[config.mk]
export PLATFORM = sky130hd
export DESIGN_NAME = ones_comp_adder
export DESIGN_NICKNAME = d
export VERILOG_FILES = /design/src/rtl/ones_comp_pkg.sv /design/src/rtl/oca_operand_pair.sv /design/src/rtl/oca_wide_add.sv /design/src/rtl/ones_comp_adder.sv
export SDC_FILE = /design/constraint.sdc
export NUM_CORES = 1
export LEC_CHECK = 0
export BUFFER_PORTS_ARGS = -buffer_cell sky130_fd_sc_hd__clkbuf_2
export CORE_MARGIN = 2
export CORE_UTILIZATION = 57
export CTS_BUF_LIST = sky130_fd_sc_hd__clkbuf_4 sky130_fd_sc_hd__clkbuf_8 sky130_fd_sc_hd__clkbuf_16
export DETAILED_ROUTE_END_ITERATION = 10
export GPL_ROUTABILITY_DRIVEN = 0
export PLACE_DENSITY = 0.86
export SYNTH_ARGS = -nofsm -noshare
export SYNTH_HDL_FRONTEND = slang
export SYNTH_SLANG_ARGS = --single-unit
[constraint.sdc]
create_clock -name clk -period 2.7 [get_ports clk]
set_input_delay 0 -clock clk [delete_from_list [all_inputs] [get_ports clk]]
set_output_delay 0 -clock clk [all_outputs]
set_load 0.005 [all_outputs]
[src/rtl/ones_comp_pkg.sv]
package ones_comp_pkg;

    // Default operand width of the adder
    localparam int unsigned OCA_DEFAULT_W = 16;

endpackage

[src/rtl/oca_operand_pair.sv]
// Forms the two double-width adder inputs: {a,b} and {b,a}.
module oca_operand_pair #(
    parameter int unsigned WIDTH = 16,
    localparam int unsigned WW   = 2 * WIDTH
) (
    input  logic [WIDTH-1:0] op_a,
    input  logic [WIDTH-1:0] op_b,
    output logic [WW-1:0]    pair_ab,
    output logic [WW-1:0]    pair_ba
);

    always_comb begin
        pair_ab = {op_a, op_b};
        pair_ba = {op_b, op_a};
    end

endmodule

[src/rtl/oca_wide_add.sv]
// One double-width adder; the upper half carries the folded-in carry.
module oca_wide_add #(
    parameter int unsigned WIDTH = 16,
    localparam int unsigned WW   = 2 * WIDTH
) (
    input  logic [WW-1:0]    add_x,
    input  logic [WW-1:0]    add_y,
    output logic [WIDTH-1:0] upper
);

    always_comb begin
        upper = WIDTH'((add_x + add_y) >> WIDTH);
    end

endmodule

[src/rtl/ones_comp_adder.sv]
module ones_comp_adder
    import ones_comp_pkg::*;
#(
    parameter int unsigned WIDTH = OCA_DEFAULT_W
) (
    input  logic             clk,
    input  logic             rst_n,
    input  logic             in_vld,
    input  logic [WIDTH-1:0] in_a,
    input  logic [WIDTH-1:0] in_b,
    output logic             out_vld,
    output logic [WIDTH-1:0] out_sum
);

    localparam int unsigned WW = 2 * WIDTH;

    typedef struct packed {
        logic             vld;
        logic [WIDTH-1:0] sum;
    } oca_state_t;

    oca_state_t state_d, state_q;

    logic [WW-1:0]    pair_ab;
    logic [WW-1:0]    pair_ba;
    logic [WIDTH-1:0] folded;

    oca_operand_pair #(.WIDTH(WIDTH)) u_pair (
        .op_a    (in_a),
        .op_b    (in_b),
        .pair_ab (pair_ab),
        .pair_ba (pair_ba)
    );

    oca_wide_add #(.WIDTH(WIDTH)) u_add (
        .add_x (pair_ab),
        .add_y (pair_ba),
        .upper (folded)
    );

    always_comb begin
        state_d     = state_q;
        state_d.vld = in_vld;
        if (in_vld) begin
            state_d.sum = folded;
        end
    end

    always_ff @(posedge clk) begin
        if (!rst_n) begin
            state_q <= '0;
        end else begin
            state_q <= state_d;
        end
    end

    assign out_vld = state_q.vld;
    assign out_sum = state_q.sum;

endmodule

==> flow_summary.html, run 1 <==
<table>
<tr><th>Metric</th><th>Value</th></tr>
<tr><th colspan="2">Setup path</th></tr>
<tr><td>Register-to-register setup slack</td><td>1.92 ns</td></tr>
<tr><td>Cell-by-cell trace of the critical path</td><td>clkbuf_2 &gt; ha_1 &gt; a21oi_1 &gt; o21ai_1 &gt; a21oi_1 &gt; o21ai_0 &gt; a221o_1</td></tr>
<tr><td>Endpoint of the most critical setup path</td><td>out_sum[7]</td></tr>
<tr><td>Number of cells on the worst reg-to-reg path</td><td>2</td></tr>
<tr><td>Category of the most critical setup path</td><td>input pin to flip-flop</td></tr>
<tr><td>Sort of element at the end of the critical path</td><td>flip-flop</td></tr>
<tr><td>Top delay family on crit path</td><td>compound AO/OA/AOI/OAI gates</td></tr>
<tr><td>Startpoint class of the critical path</td><td>input pin</td></tr>
<tr><td>WP depth</td><td>7</td></tr>
<tr><td>Origin of the worst setup path</td><td>in_a[8]</td></tr>
<tr><td>Crit path DAT</td><td>1.85 ns</td></tr>
<tr><td>Cell with the largest stage delay on the worst path</td><td>sky130_fd_sc_hd__a21oi_1</td></tr>
<tr><td>Worst-path fanout max</td><td>7</td></tr>
<tr><td>Startpoint of the lowest-slack register-to-register path</td><td>out_sum[13]</td></tr>
<tr><td>Cell repeated most along the worst path</td><td>sky130_fd_sc_hd__a21oi_1</td></tr>
<tr><td>Number of buffer and inverter stages on the critical path</td><td>1</td></tr>
<tr><td>Worst r2r dst</td><td>out_sum[13]</td></tr>
<tr><td>Required time reported for the critical path endpoint</td><td>2.90 ns</td></tr>
<tr><td>Delay contributed by the slowest stage of the critical path</td><td>0.45 ns</td></tr>
<tr><th colspan="2">Floorplanning</th></tr>
<tr><td>Horizontal die dimension</td><td>62.26 microns</td></tr>
<tr><td>CORE AREA</td><td>3284 sq um</td></tr>
<tr><td># IOs</td><td>52</td></tr>
<tr><td>Floorplan die area</td><td>3876 sq um</td></tr>
<tr><td>Initial core utilization</td><td>0.5890</td></tr>
<tr><td>Cell Rows</td><td>21</td></tr>
<tr><td>Die Span Y</td><td>62.26 microns</td></tr>
<tr><th colspan="2">Place</th></tr>
<tr><td>IO buf count</td><td>51</td></tr>
<tr><td>Instance area after placement</td><td>2142 sq um</td></tr>
<tr><td>Detail Placement HPWL</td><td>4257 microns</td></tr>
<tr><th colspan="2">Layout</th></tr>
<tr><td>Antenna fix cells</td><td>0</td></tr>
<tr><td>Signed area change from the synthesized netlist to the final layout</td><td>12.16%</td></tr>
<tr><td>Final standard cell utilization of the core</td><td>0.6606</td></tr>
<tr><td>Leading cell type in the layout, fill and taps excluded</td><td>sky130_fd_sc_hd__clkbuf_2</td></tr>
<tr><td>Most frequent cells in the layout</td><td>sky130_fd_sc_hd__clkbuf_2, sky130_fd_sc_hd__nand2_1, sky130_fd_sc_hd__a21oi_1, sky130_fd_sc_hd__nor2_1, sky130_fd_sc_hd__dfxtp_1</td></tr>
<tr><td>Cell area after layout</td><td>2170 sq um</td></tr>
<tr><td>Number of nets in the layout</td><td>354</td></tr>
<tr><td>Number of fill cells</td><td>292</td></tr>
<tr><td>Fraction of final layout cells sized beyond drive strength 1</td><td>0.2252</td></tr>
<tr><th colspan="2">Global route</th></tr>
<tr><td>Largest net degree at the start of global routing</td><td>30</td></tr>
<tr><td>Initial antenna violation count</td><td>0</td></tr>
<tr><td>Overall global routing resource usage</td><td>0.2829</td></tr>
<tr><td>Via count of the first global-routing pass</td><td>2,073</td></tr>
<tr><td>Gr ovfl total</td><td>0</td></tr>
<tr><td>Global-route wire length before repair</td><td>9135 microns</td></tr>
<tr><th colspan="2">Synth</th></tr>
<tr><td>Net Count, Synth</td><td>318</td></tr>
<tr><td>Number of enable flip-flop cells after synthesis</td><td>0</td></tr>
<tr><td>Seq/Total Area, Yosys</td><td>0.1759</td></tr>
<tr><td>Netlist area before placement</td><td>1934 sq um</td></tr>
<tr><td>Post-synthesis share of cell area spent on xor and xnor gates</td><td>0</td></tr>
<tr><td>Yosys top cell area share</td><td>0.1759</td></tr>
<tr><td>Adder-Cell Fraction of Synth Area</td><td>0.1035</td></tr>
<tr><td>Most used DFF post-synth</td><td>sky130_fd_sc_hd__dfxtp_1</td></tr>
<tr><td>Basic-gate share of the synthesized area counting and, or, nand and nor cells</td><td>0.2930</td></tr>
<tr><td>Synth area leader</td><td>sky130_fd_sc_hd__dfxtp_1</td></tr>
<tr><td>Mean cell area of the mapped netlist</td><td>7.245 sq um</td></tr>
<tr><td>Async S/R FF share, synth</td><td>0</td></tr>
<tr><td>#FFs+latches synth</td><td>17</td></tr>
<tr><td>Gate count after technology mapping</td><td>267</td></tr>
<tr><td>Leading post-synthesis cells by cell area</td><td>sky130_fd_sc_hd__dfxtp_1, sky130_fd_sc_hd__ha_1, sky130_fd_sc_hd__nand2_1</td></tr>
<tr><td>Largest family of logic cells by synthesized area</td><td>compound AO/OA/AOI/OAI gates</td></tr>
<tr><td>Share of the synthesized area in compound gates (AO/OA/AOI/OAI)</td><td>0.3655</td></tr>
<tr><td>Number of distinct library cells after synthesis</td><td>48</td></tr>
<tr><td>Yosys warnings</td><td>0</td></tr>
<tr><td>Portion of netlist area occupied by mux cells</td><td>0</td></tr>
<tr><th colspan="2">STA</th></tr>
<tr><td>Max-slew headroom</td><td>0.6708</td></tr>
<tr><td>Setup TNS Final</td><td>0 ns</td></tr>
<tr><td>RSZ-0062 raised after global routing</td><td>no</td></tr>
<tr><td>Hold Violations, Final</td><td>0</td></tr>
<tr><td>Tightest Pin Transition</td><td>0.4937 ns</td></tr>
<tr><td>Number of endpoints failing setup at the final stage</td><td>0</td></tr>
<tr><td>Post-Route Skew</td><td>0 ns</td></tr>
<tr><td>Number of pins with negative max-slew slack in the final report</td><td>0</td></tr>
<tr><td>Worst slack on hold paths</td><td>0.2499 ns</td></tr>
<tr><td>Final worst path period need</td><td>1.656 ns</td></tr>
<tr><td>Timing-limited maximum frequency</td><td>603.7 MHz</td></tr>
<tr><td>Final worst-path cycle share</td><td>0.6135</td></tr>
<tr><th colspan="2">Pwr</th></tr>
<tr><td>Total power</td><td>822.7 uW</td></tr>
<tr><td>Maximum vdd drop</td><td>0.1821 mV</td></tr>
<tr><td>Leakage</td><td>0.0008683 uW</td></tr>
<tr><td>Power per cell area</td><td>379.2 nW/um^2</td></tr>
<tr><th colspan="2">Drt</th></tr>
<tr><td>Detail-routed via count per cell</td><td>6.621</td></tr>
<tr><td>Routed wire length</td><td>5303 microns</td></tr>
<tr><td>Starting DRC count in detailed routing</td><td>174</td></tr>
<tr><td>Detailed-route wire length per cell</td><td>15.24 microns</td></tr>
<tr><td>First-pass iteration count of the detailed router</td><td>5</td></tr>
<tr><td>Detailed-route via count</td><td>2,304</td></tr>
<tr><td>Detailed-route DRC error count</td><td>0</td></tr>
<tr><td>Post-detailed-route count of antenna-violating nets</td><td>0</td></tr>
<tr><th colspan="2">Hold path</th></tr>
<tr><td>Type of the most critical hold path</td><td>input pin to flip-flop</td></tr>
<tr><th colspan="2">Clock network</th></tr>
<tr><td>Number of sinks on the clock net</td><td>17</td></tr>
<tr><td>H-tree depth reported by CTS</td><td>1</td></tr>
<tr><td>Hold-fix buffer count after cts</td><td>0</td></tr>
<tr><td>Clock buffer count from CTS</td><td>3</td></tr>
<tr><td>Clock tree from TritonCTS</td><td>done</td></tr>
<tr><td>Clock transition at the register clock pins on the worst setup and hold paths after CTS</td><td>0.10 ns</td></tr>
<tr><td>Number of gates resized after CTS</td><td>0</td></tr>
<tr><td>Number of buffers inserted to repair setup after CTS</td><td>0</td></tr>
<tr><td>CTS max path bufs</td><td>2</td></tr>
<tr><td>Buffer cell driving the clock tree root</td><td>sky130_fd_sc_hd__clkbuf_4</td></tr>
<tr><td>Worst skew pair latency</td><td>0.30 ns</td></tr>
<tr><th colspan="2">Run status</th></tr>
<tr><td>Status</td><td>complete, no violations</td></tr>
<tr><th colspan="2">Job</th></tr>
<tr><td>Max-cap check violation count</td><td>0</td></tr>
</table>
[stage by stage]
step / instances / setup slack [ns]
5_1_grt: 348 / 0.9701
6_report: 348 / 1.044
4_1_cts: 348 / 1.104
3_5_place_dp: 344 / 0.7910
2_1_floorplan: 267 / 1.163
3_3_place_gp: 344 / 0.8456
[final cells by class]
| type | count | area [sq um] | share of cell area |
|---|---|---|---|
| clock inverters | 1 | 5.005 | 0.002307 |
| repair buffers | 51 | 255.2 | 0.1176 |
| clock buffers | 3 | 22.52 | 0.01038 |
| multi-input cells | 226 | 1474 | 0.6794 |
| well taps | 46 | 57.56 | 0.02653 |
| inverters | 4 | 15.01 | 0.006920 |
| flip-flops and latches | 17 | 340.3 | 0.1569 |
[layer usage]
layer | up-vias | GRT usage | wire length (microns) | part of all wire
met5 | - | 0 | 0 | 0
met4 | 0 | 0.1000 | 170 | 0.032
met3 | 27 | 0.03623 | 529 | 0.10
met2 | 154 | 0.4851 | 2387 | 0.45
met1 | 1026 | 0.3655 | 2216 | 0.42
li1 | 1097 | - | - | -
[power breakdown]
part	internal [uW]	total [uW]	switching [uW]
registers	278	291	13.2
clock network	55.3	140	84.4
logic	148	392	244
[worst min-delay path, stage by stage]
cell                       delay (ns)
sky130_fd_sc_hd__clkbuf_2        0.26
sky130_fd_sc_hd__nand3b_1        0.17
sky130_fd_sc_hd__o211ai_1        0.07
[synth_stat cells (all sizes together), types with 2 or more instances]
| cell type | instances |
|---|---|
| or3 | 2 |
| a221o | 4 |
| nor2b | 4 |
| o21a | 7 |
| o21ai | 23 |
| nand4 | 9 |
| o2111ai | 2 |
| a211oi | 2 |
| a211o | 2 |
| nand3 | 16 |
| and3 | 4 |
| clkbuf | 6 |
| a221oi | 2 |
| a21oi | 27 |
| nand3b | 8 |
| ha | 16 |
| dfxtp | 17 |
| a21o | 2 |
| nor3 | 6 |
| a31oi | 6 |
| nor2 | 20 |
| o211ai | 13 |
| buf | 14 |
| or2 | 2 |
| nand2b | 3 |
| o2111a | 4 |
| nand2 | 30 |
| inv | 4 |
[cells by family after synthesis]
family	Yosys count
AND/OR/NAND/NOR	108
AO/OA/AOI/OAI	102
buffers and inverters	24
flip-flops	17
adder cells (fa/ha/maj)	16
[registers in the layout (all words and copies together), names as in the netlist]
signal	cells
out_vld	1
out_sum	16
[how the worst min path moves through the flow]
| stage | cells after the start | slack (ns) | end | from |
|---|---|---|---|---|
| CTS | 3 | 0.24 | out_sum[6] | in_vld |
| detailed placement | 1 | 0.37 | out_vld | out_vld |
| global route | 5 | 0.29 | out_sum[12] | in_b[11] |
| finish | 3 | 0.25 | out_sum[9] | in_vld |
| floorplan | 0 | 0.28 | out_vld | out_vld |
| global placement | 1 | 0.37 | out_vld | out_vld |
No activity file was read; power rests on OpenSTA's default activity.
==> run 2, diff against run 1 <==
Settings changed: CORE_UTILIZATION 57 to 53, PLACE_DENSITY 0.86 to 0.8.
Clock period 2.7 ns to 1.62 ns, I/O delays scaled along.
==> run 2 against run 1 <==
Compared with the run above:
- via count rose by 8.8%
- total power rose by 87%
- critical path depth unchanged
- first-iteration DRC count rose by 36%
- register-to-register slack got worse by 1.1 ns
- highest routed layer unchanged
- global-route usage up 2.9 points
- design area grew 16%
- non-clock buffer count increased by 47
==> flow_summary.html, run 2 (same netlist as run 1, synthesis figures left out) <==
<table>
<tr><th>Metric</th><th>Value</th></tr>
<tr><th colspan="2">STA</th></tr>
<tr><td>Final worst path period need</td><td>1.463 ns</td></tr>
<tr><td>RSZ-0062 raised after global routing</td><td>no</td></tr>
<tr><td>Final worst-path cycle share</td><td>0.9033</td></tr>
<tr><td>Number of endpoints failing setup at the final stage</td><td>0 (unchanged)</td></tr>
<tr><td>Post-Route Skew</td><td>0 ns (unchanged)</td></tr>
<tr><td>Worst slack on hold paths</td><td>0.1831 ns (-0.06678 ns)</td></tr>
<tr><td>Max-slew headroom</td><td>0.6605 (-0.01036)</td></tr>
<tr><td>Hold Violations, Final</td><td>0 (unchanged)</td></tr>
<tr><td>Tightest Pin Transition</td><td>0.5082 ns (+0.01450 ns)</td></tr>
<tr><td>Number of pins with negative max-slew slack in the final report</td><td>0 (unchanged)</td></tr>
<tr><td>Timing-limited maximum frequency</td><td>683.4 MHz</td></tr>
<tr><th colspan="2">Job</th></tr>
<tr><td>Max-cap check violation count</td><td>0 (unchanged)</td></tr>
<tr><th colspan="2">Setup path</th></tr>
<tr><td>Cell repeated most along the worst path</td><td>sky130_fd_sc_hd__o21ai_1</td></tr>
<tr><td>Cell with the largest stage delay on the worst path</td><td>sky130_fd_sc_hd__ha_1</td></tr>
<tr><td>Startpoint class of the critical path</td><td>input pin</td></tr>
<tr><td>Delay contributed by the slowest stage of the critical path</td><td>0.37 ns (-0.08 ns)</td></tr>
<tr><td>Cell-by-cell trace of the critical path</td><td>clkbuf_2 &gt; ha_1 &gt; a21oi_1 &gt; o21ai_1 &gt; a31oi_2 &gt; o21ai_1 &gt; a221o_1</td></tr>
<tr><td>Required time reported for the critical path endpoint</td><td>1.83 ns (-1.07 ns)</td></tr>
<tr><td>Sort of element at the end of the critical path</td><td>flip-flop</td></tr>
<tr><td>Crit path DAT</td><td>1.67 ns (-0.18 ns)</td></tr>
<tr><td>Worst-path fanout max</td><td>7 (unchanged)</td></tr>
<tr><td>Number of buffer and inverter stages on the critical path</td><td>1 (unchanged)</td></tr>
<tr><td>Top delay family on crit path</td><td>compound AO/OA/AOI/OAI gates</td></tr>
<tr><td>Category of the most critical setup path</td><td>input pin to flip-flop</td></tr>
<tr><th colspan="2">Pwr</th></tr>
<tr><td>Maximum vdd drop</td><td>0.3117 mV (+71%)</td></tr>
<tr><td>Leakage</td><td>0.001093 uW (+26%)</td></tr>
<tr><td>Power per cell area</td><td>610.2 nW/um^2 (+61%)</td></tr>
<tr><th colspan="2">Clock network</th></tr>
<tr><td>Clock tree from TritonCTS</td><td>done</td></tr>
<tr><td>H-tree depth reported by CTS</td><td>1 (unchanged)</td></tr>
<tr><td>Hold-fix buffer count after cts</td><td>0 (unchanged)</td></tr>
<tr><td>Worst skew pair latency</td><td>0.30 ns (about the same)</td></tr>
<tr><td>Clock buffer count from CTS</td><td>3 (unchanged)</td></tr>
<tr><td>CTS max path bufs</td><td>2 (unchanged)</td></tr>
<tr><td>Number of buffers inserted to repair setup after CTS</td><td>0 (unchanged)</td></tr>
<tr><td>Number of sinks on the clock net</td><td>17 (unchanged)</td></tr>
<tr><td>Buffer cell driving the clock tree root</td><td>sky130_fd_sc_hd__clkbuf_4</td></tr>
<tr><td>Clock transition at the register clock pins on the worst setup and hold paths after CTS</td><td>0.11 ns (about the same)</td></tr>
<tr><th colspan="2">Layout</th></tr>
<tr><td>Max reg flops</td><td>16 (unchanged)</td></tr>
<tr><td>Most frequent cells in the layout</td><td>sky130_fd_sc_hd__clkbuf_2, sky130_fd_sc_hd__buf_4, sky130_fd_sc_hd__nand2_1, sky130_fd_sc_hd__nor2_1, sky130_fd_sc_hd__a21oi_1</td></tr>
<tr><td>Leading cell type in the layout, fill and taps excluded</td><td>sky130_fd_sc_hd__clkbuf_2</td></tr>
<tr><td>Number of nets in the layout</td><td>401 (+13%)</td></tr>
<tr><td>Fraction of final layout cells sized beyond drive strength 1</td><td>0.3324 (+0.1072)</td></tr>
<tr><td>Signed area change from the synthesized netlist to the final layout</td><td>30.59%</td></tr>
<tr><td>Cell area after layout</td><td>2526 sq um (+16%)</td></tr>
<tr><td>Final standard cell utilization of the core</td><td>0.7396 (+0.07899)</td></tr>
<tr><td>Antenna fix cells</td><td>0 (unchanged)</td></tr>
<tr><td>Number of fill cells</td><td>290 (-0.68%)</td></tr>
<tr><th colspan="2">Drt</th></tr>
<tr><td>Routed wire length</td><td>6155 microns (+16%)</td></tr>
<tr><td>First-pass iteration count of the detailed router</td><td>5 (unchanged)</td></tr>
<tr><td>Detailed-route via count</td><td>2,506 (+8.8%)</td></tr>
<tr><td>Detailed-route wire length per cell</td><td>15.58 microns (+2.3%)</td></tr>
<tr><td>Detailed-route DRC error count</td><td>0 (unchanged)</td></tr>
<tr><td>Post-detailed-route count of antenna-violating nets</td><td>0 (unchanged)</td></tr>
<tr><td>Starting DRC count in detailed routing</td><td>237 (+36%)</td></tr>
<tr><td>Detail-routed via count per cell</td><td>6.344 (-4.2%)</td></tr>
<tr><th colspan="2">Hold path</th></tr>
<tr><td>Type of the most critical hold path</td><td>input pin to flip-flop</td></tr>
<tr><th colspan="2">Global route</th></tr>
<tr><td>Global-route wire length before repair</td><td>10,360 microns (+13%)</td></tr>
<tr><td>Overall global routing resource usage</td><td>0.3123 (+0.02937)</td></tr>
<tr><td>Largest net degree at the start of global routing</td><td>29 (-3.3%)</td></tr>
<tr><td>Gr ovfl total</td><td>0 (unchanged)</td></tr>
<tr><td>Initial antenna violation count</td><td>0 (unchanged)</td></tr>
<tr><td>Via count of the first global-routing pass</td><td>2,352 (+13%)</td></tr>
<tr><td>Met1 capacity usage during global routing</td><td>0.3987 (+0.03324)</td></tr>
<tr><td>Global Route met2 Usage</td><td>0.5430 (+0.05791)</td></tr>
<tr><td>Met3 layer usage reported by global route</td><td>0.04340 (+0.007171)</td></tr>
<tr><td>Busiest metal layer after global routing</td><td>met2</td></tr>
<tr><th colspan="2">Run status</th></tr>
<tr><td>Status</td><td>complete, no violations</td></tr>
<tr><th colspan="2">Floorplanning</th></tr>
<tr><td>Horizontal die dimension</td><td>64.41 microns (+3.5%)</td></tr>
<tr><td>Die Span Y</td><td>64.41 microns (+3.5%)</td></tr>
<tr><td>Cell Rows</td><td>21 (unchanged)</td></tr>
<tr><td>CORE AREA</td><td>3416 sq um (+4.0%)</td></tr>
<tr><td>Initial core utilization</td><td>0.5663 (-0.02265)</td></tr>
<tr><td># IOs</td><td>52 (unchanged)</td></tr>
<tr><td>Floorplan die area</td><td>4149 sq um (+7.0%)</td></tr>
<tr><th colspan="2">Place</th></tr>
<tr><td>Instance area after placement</td><td>2495 sq um (+16%)</td></tr>
<tr><td>IO buf count</td><td>51 (unchanged)</td></tr>
<tr><td>Detail Placement HPWL</td><td>5133 microns (+21%)</td></tr>
</table>
-- run 2: changes by cell type in the layout (fill, tap and decap cells not counted) --
| cell | previous run | this run |
|---|---|---|
| sky130_fd_sc_hd__a21oi_1 | 21 | 20 |
| sky130_fd_sc_hd__a21oi_2 | 6 | 7 |
| sky130_fd_sc_hd__buf_4 | 0 | 47 |
-- run 2: path summary, 6_finish.rpt --
check,start,cells after the start,slack (ns),end
worst max register to register,out_sum[13],2,0.86,out_sum[13]
worst min register to register,out_sum[0],2,0.50,out_sum[0]
worst min-delay path,in_vld,4,0.18,out_sum[6]
worst max-delay path,in_a[1],7,0.16,out_sum[8]
-- run 2: per-layer routing --
metal / vias to the layer above / routed length, microns / share of wire
li1: 1190 / - / -
met1: 1160 / 2591 / 0.42
met2: 134 / 2902 / 0.47
met3: 22 / 495 / 0.080
met4: 0 / 165 / 0.027
met5: - / 0 / 0
-- run 2: area by class of cell --
type | count | area (sq um) | area share
Multi-Input combinational cell | 226 | 1478 | 0.5849
Sequential cell | 17 | 340.3 | 0.1347
Clock inverter | 1 | 5.005 | 0.001981
Inverter | 4 | 15.01 | 0.005944
Tap cell | 46 | 57.56 | 0.02278
Clock buffer | 3 | 22.52 | 0.008915
Timing Repair Buffer | 98 | 608.1 | 0.2407
-- run 2: where the power goes --
| group | leakage, uW | internal [uW] | total, uW | switching [uW] |
|---|---|---|---|---|
| combinational | 0.000935 | 365 | 816 | 451 |
| sequential | 0.000140 | 463 | 486 | 22.3 |
| clock | 0.0000177 | 92.1 | 239 | 147 |
| total | 0.00109 | 921 | 1540 | 621 |
-- run 2: repair_timing --
action | CTS | global route
endpoints found under the setup margin | 0 | 2
endpoints found under the hold margin | 0 | 0
gates resized for setup | 0 | 1
-- run 2: worst register-to-register path, stage by stage (launching register included) --
cell,delay [ns]
sky130_fd_sc_hd__dfxtp_1,0.35
sky130_fd_sc_hd__o21ai_0,0.09
sky130_fd_sc_hd__nor4b_1,0.24
-- run 2: metrics by stage --
stage | total power, uW | worst slack [ns] | TNS (ns) | instances
after CTS | 1525 | 0.09854 | 0 | 395
after detailed placement | 1290 | -0.2144 | -0.8413 | 391
final | 1541 | 0.1567 | 0 | 395
after global routing | 1636 | 0.06279 | 0 | 395
after global placement | 1267 | -0.07948 | -0.3669 | 391
after floorplan | 952.9 | 0.08302 | 0 | 267
